### config.mk
export PLATFORM = sky130hd
export DESIGN_NAME = alu8_lca
export DESIGN_NICKNAME = d
export VERILOG_FILES = /design/src/rtl/alu8_pkg.sv /design/src/rtl/alu_bit.sv /design/src/rtl/lca_node.sv /design/src/rtl/alu_tree.sv /design/src/rtl/alu8_lca.sv
export SDC_FILE = /design/constraint.sdc
export NUM_CORES = 1
export LEC_CHECK = 0
export BUFFER_PORTS_ARGS = -buffer_cell sky130_fd_sc_hd__buf_2
export CORE_ASPECT_RATIO = 1.5
export CORE_MARGIN = 3
export CORE_UTILIZATION = 54
export DETAILED_ROUTE_END_ITERATION = 10
export PLACE_DENSITY_LB_ADDON = 0.05
export SLEW_MARGIN = 20
export SYNTH_ARGS = -nofsm -noshare
export SYNTH_HDL_FRONTEND = slang
export SYNTH_SLANG_ARGS = --single-unit
### constraint.sdc
create_clock -name vclk -period 3.93
set_input_delay 0.1965 -clock vclk [all_inputs]
set_output_delay 0.1965 -clock vclk [all_outputs]
set_load 0.005 [all_outputs]
### src/rtl/alu8_pkg.sv
package alu8_pkg;

    typedef enum logic [2:0] {
        OP_ADD  = 3'd0,
        OP_SUB  = 3'd1,
        OP_AND  = 3'd2,
        OP_OR   = 3'd3,
        OP_XOR  = 3'd4,
        OP_SHL  = 3'd5,
        OP_SHR  = 3'd6,
        OP_ZERO = 3'd7
    } alu_op_e;

    // generate / propagate pair of a bit or a group
    typedef struct packed {
        logic g;
        logic p;
    } gp_t;

    function automatic gp_t gp_merge(input gp_t hi, input gp_t lo);
        gp_t r;
        r.g = hi.g | (hi.p & lo.g);
        r.p = hi.p & lo.p;
        return r;
    endfunction

    function automatic logic is_arith(input alu_op_e op);
        return (op == OP_ADD) || (op == OP_SUB);
    endfunction

endpackage

### src/rtl/alu_bit.sv
module alu_bit
    import alu8_pkg::*;
(
    input  logic    a,
    input  logic    b,
    input  logic    ci,
    input  logic    lnb,
    input  logic    rnb,
    input  alu_op_e op,
    output logic    f,
    output gp_t     gp
);
    logic a_eff;

    // subtraction feeds the inverted first operand into the shared adder
    assign a_eff = (op == OP_SUB) ? ~a : a;
    assign gp.g  = a_eff & b;
    assign gp.p  = a_eff ^ b;

    always_comb begin
        unique case (op)
            OP_ADD, OP_SUB: f = gp.p ^ ci;
            OP_AND:         f = a & b;
            OP_OR:          f = a | b;
            OP_XOR:         f = a ^ b;
            OP_SHL:         f = lnb;
            OP_SHR:         f = rnb;
            OP_ZERO:        f = 1'b0;
            default:        f = 1'b0;
        endcase
    end
endmodule

### src/rtl/lca_node.sv
module lca_node
    import alu8_pkg::*;
(
    input  gp_t  lo,
    input  gp_t  hi,
    input  logic ci,
    output logic c_mid,
    output gp_t  grp
);
    assign c_mid = lo.g | (lo.p & ci);
    assign grp   = gp_merge(hi, lo);
endmodule

### src/rtl/alu_tree.sv
module alu_tree
    import alu8_pkg::*;
#(
    parameter int W = 8
) (
    input  logic [W-1:0] a,
    input  logic [W-1:0] b,
    input  logic [W-1:0] lnb,
    input  logic [W-1:0] rnb,
    input  alu_op_e      op,
    input  logic         ci,
    output logic [W-1:0] f,
    output logic [W-1:0] cvec,
    output gp_t          gp
);
    localparam int H = W / 2;

    generate
        if (W == 1) begin : g_leaf
            alu_bit u_bit (
                .a   (a[0]),
                .b   (b[0]),
                .ci  (ci),
                .lnb (lnb[0]),
                .rnb (rnb[0]),
                .op  (op),
                .f   (f[0]),
                .gp  (gp)
            );
            assign cvec[0] = ci;
        end else begin : g_split
            gp_t  gp_lo, gp_hi;
            logic c_hi;

            alu_tree #(.W(H)) u_lo (
                .a    (a[H-1:0]),
                .b    (b[H-1:0]),
                .lnb  (lnb[H-1:0]),
                .rnb  (rnb[H-1:0]),
                .op   (op),
                .ci   (ci),
                .f    (f[H-1:0]),
                .cvec (cvec[H-1:0]),
                .gp   (gp_lo)
            );
            alu_tree #(.W(W-H)) u_hi (
                .a    (a[W-1:H]),
                .b    (b[W-1:H]),
                .lnb  (lnb[W-1:H]),
                .rnb  (rnb[W-1:H]),
                .op   (op),
                .ci   (c_hi),
                .f    (f[W-1:H]),
                .cvec (cvec[W-1:H]),
                .gp   (gp_hi)
            );
            lca_node u_lca (
                .lo    (gp_lo),
                .hi    (gp_hi),
                .ci    (ci),
                .c_mid (c_hi),
                .grp   (gp)
            );
        end
    endgenerate
endmodule

### src/rtl/alu8_lca.sv
module alu8_lca
    import alu8_pkg::*;
#(
    parameter int W = 8
) (
    input  logic [W-1:0] a,
    input  logic [W-1:0] b,
    input  logic [2:0]   op_sel,
    input  logic         ci,
    input  logic         sl_in,
    input  logic         sr_in,
    output logic [W-1:0] f,
    output logic         sl_out,
    output logic         sr_out,
    output logic         c_flag,
    output logic         z_flag,
    output logic         s_flag,
    output logic         v_flag
);
    localparam int MSB = W - 1;

    alu_op_e      op;
    logic [W-1:0] lnb, rnb, cvec;
    gp_t          gp_all;
    logic         cout, arith;

    assign op    = alu_op_e'(op_sel);
    assign arith = is_arith(op);

    // one-place routing of b, with serial bits at the ends
    assign lnb    = {b[MSB-1:0], sl_in};
    assign rnb    = {sr_in, b[MSB:1]};
    assign sl_out = b[MSB];
    assign sr_out = b[0];

    alu_tree #(.W(W)) u_tree (
        .a    (a),
        .b    (b),
        .lnb  (lnb),
        .rnb  (rnb),
        .op   (op),
        .ci   (ci),
        .f    (f),
        .cvec (cvec),
        .gp   (gp_all)
    );

    assign cout   = gp_all.g | (gp_all.p & ci);
    assign c_flag = arith & cout;
    assign v_flag = arith & (cvec[MSB] ^ cout);
    assign z_flag = (f == '0);
    assign s_flag = f[MSB];

    // checks against independent arithmetic and routing
    logic [W:0]   ref_sum;
    logic [W-1:0] a_in;
    always_comb begin
        a_in    = (op == OP_SUB) ? ~a : a;
        ref_sum = {1'b0, a_in} + {1'b0, b} + {{W{1'b0}}, ci};
        if (op == OP_ADD)
            p_add_sum_r1: assert ({c_flag, f} == ref_sum);
        if (op == OP_SUB)
            p_sub_diff_r2: assert ({c_flag, f} == ref_sum);
        if (arith)
            p_overflow_r3: assert (v_flag == ((a_in[MSB] == b[MSB]) && (f[MSB] != b[MSB])));
        if (op == OP_AND)
            p_and_r4: assert (f == (a & b));
        if (op == OP_XOR)
            p_xor_r4: assert (f == (a ^ b));
        if (op == OP_SHL)
            p_shl_r5: assert (f == {b[MSB-1:0], sl_in});
        if (op == OP_SHR)
            p_shr_r6: assert (f == {sr_in, b[MSB:1]});
        if (op == OP_ZERO)
            p_zero_r7: assert (f == '0 && z_flag);
    end
endmodule

==> run metrics <==
outcome finished clean; die span in x roughly 45 microns; CP max FO 8; DIE HEIGHT 64.8 microns; final wirelength between 2 and 3 mm; max_cap viols 0; Vias around 1200; FILL cells between 200 and 250; Cell variety after synth between 40 and 50; Final Cycle Share 87.7%; Final Instance Area between 0.001 and 0.0015 sq mm; min cycle time layout approximately 3.4 ns; Leakage Power about 0.72 nW; unrepaired setup endpoints after global routing no; final worst setup slack ~0.48 ns; Reg area 0 sq um; Core ar. 0.00210 sq mm; Synth Area per Inst 7.51 sq um; Port Buf Inserts 36; number of sequential cells 0; postcts setup bufs 0; Area after DPL approximately 0.0014 sq mm; # rows 20; Worst slew margin about 75%; Worst Path Arrival around 3.3 ns; final slew viol count 0; Overall Global Routing Usage between 20% and 30%; 1st-pass router iterations 5; Remaining DRCs 0; critical path startpoint op_sel[1]; Routed Antenna Nets 0; maximum vdd ir drop 55.3 uV; fmax roughly 290 MHz; Worst-Margin Slew between 0.3 and 0.4 ns; final hold violations 0; Gate Count Post-Synth 166; IO Pins 36; cell area after synthesis ~0.0012 sq mm; Multi-input gate area about 0.0011 sq mm; CLK BUF 0; endpoint class of the critical path output port; most common cell after layout, fill and taps aside buf_2; Critical Path RT between 3 and 4 ns; CP max stage delay between 0.4 and 0.5 ns; Setup Viol. Count Final 0; leading area contributor after synthesis ha_1; DR vias/cell between 5 and 6; Hold Path Origin b[0]; layout cells sized above 1 a little under a quarter; PD cells 135 mW/mm^2; synth top area cells ha_1, xnor2_1, buf_4, fa_1, inv_1; Layout area overhead 9.94%; most frequent cells in the layout buf_2, ha_1, inv_1; vias in the first global route 1227; Die ar. slightly below 0.003 sq mm; first-pass GRT wire length between 5 and 6 mm; crit path max-delay cell type fa_1; wire per inst ~14 microns; Crit Path Class in2out; Hold Slack 0.639 ns; Synth top area share around a quarter; n_diodes 0; initial drt markers 31; startpoint type of the worst setup path input port; Seq/Total Area, Yosys 0%; Warnings, synthesis 0; setup TNS 0 ns; CP Cell Sequence buf_2 -> nor2_1 -> and2_2 -> xnor2_1 -> ha_1 -> a21o_1 -> a21oi_1 -> nand2_1 -> nand3_1 -> nand2_1 -> fa_1 -> xnor2_1 -> a2bb2oi_1 -> a2111o_1 -> nor4b_2 -> buf_2; Syn Nets about 220; Hold-fix buffers, CTS 0; largest net degree at the start of global routing 28; RePlAce Congestion 0.912; Detailed Place HPWL 2.45 mm; dpl ws roughly 0.34 ns; initial cell density of the core approximately three fifths; post-CTS sizing 0; global route overflow 0; antenna violations before repair 0; Tot Pwr approximately 0.19 mW; Nets 240; Hold Crit Class in2out
## path summary, 6_finish.rpt
kind / to / slack, ns / cells past startpoint
max: z_flag / 0.48 / 16
min: sr_out / 0.64 / 2
## per-layer routing
| metal | vias up | global-route usage (%) | share of wire (%) |
|---|---|---|---|
| li1 | 603 | - | - |
| met1 | 554 | 25.9 | 40 |
| met2 | 33 | 41.7 | 53 |
| met3 | 11 | 0.556 | 3.6 |
| met4 | 0 | 5.49 | 3.4 |
| met5 | - | 0 | 0 |
## cell usage after synthesis (4+ instances only)
cell	count
a21oi_1	13
buf_2	5
buf_4	11
fa_1	4
ha_1	24
inv_1	20
mux2i_1	6
nand2_1	9
nand2b_1	10
nor2_1	6
xnor2_1	11
## critical path: cells and delay by family
kind | cells | cell delay, ns
xor+xnor | 2 | 0.34
simple gates | 6 | 0.95
fa+ha+maj | 2 | 0.71
compound gates | 4 | 0.80
buf+inv | 2 | 0.25
## power by group
part           leakage [nW]  total [mW]  switching (mW)  internal (mW)
clock network             0           0               0              0
registers                 0           0               0              0
logic                 0.716       0.185          0.0986         0.0868
total                 0.716       0.185          0.0986         0.0868
## area by class of cell
class	count	share of cell area (%)
Inverter	20	5.48
Multi-Input combinational cell	128	77.2
Timing Repair Buffer	40	15.3
Tap cell	22	2.01
## per-stage QoR
step / instances / utilization (%)
CTS: 210 / 65.1
finish: 210 / 65.2
global route: 210 / 65.2
floorplan: 166 / -
global placement: 210 / 65.1
detailed placement: 210 / 65.1
## kinds of logic (layout without fill, tap and decap cells)
group                    after synthesis  count (layout)  synth area share [%]
buffers and inverters                 38              60                  15.3
AO/OA/AOI/OAI                         36              36                  19.4
adder cells (fa/ha/maj)               28              28                  30.5
AND/OR/NAND/NOR                       45              45                  20.7
multiplexers                           7               7                  5.72
XOR/XNOR                              12              12                  8.43
Note: power is estimated with default switching activity, not from simulation.
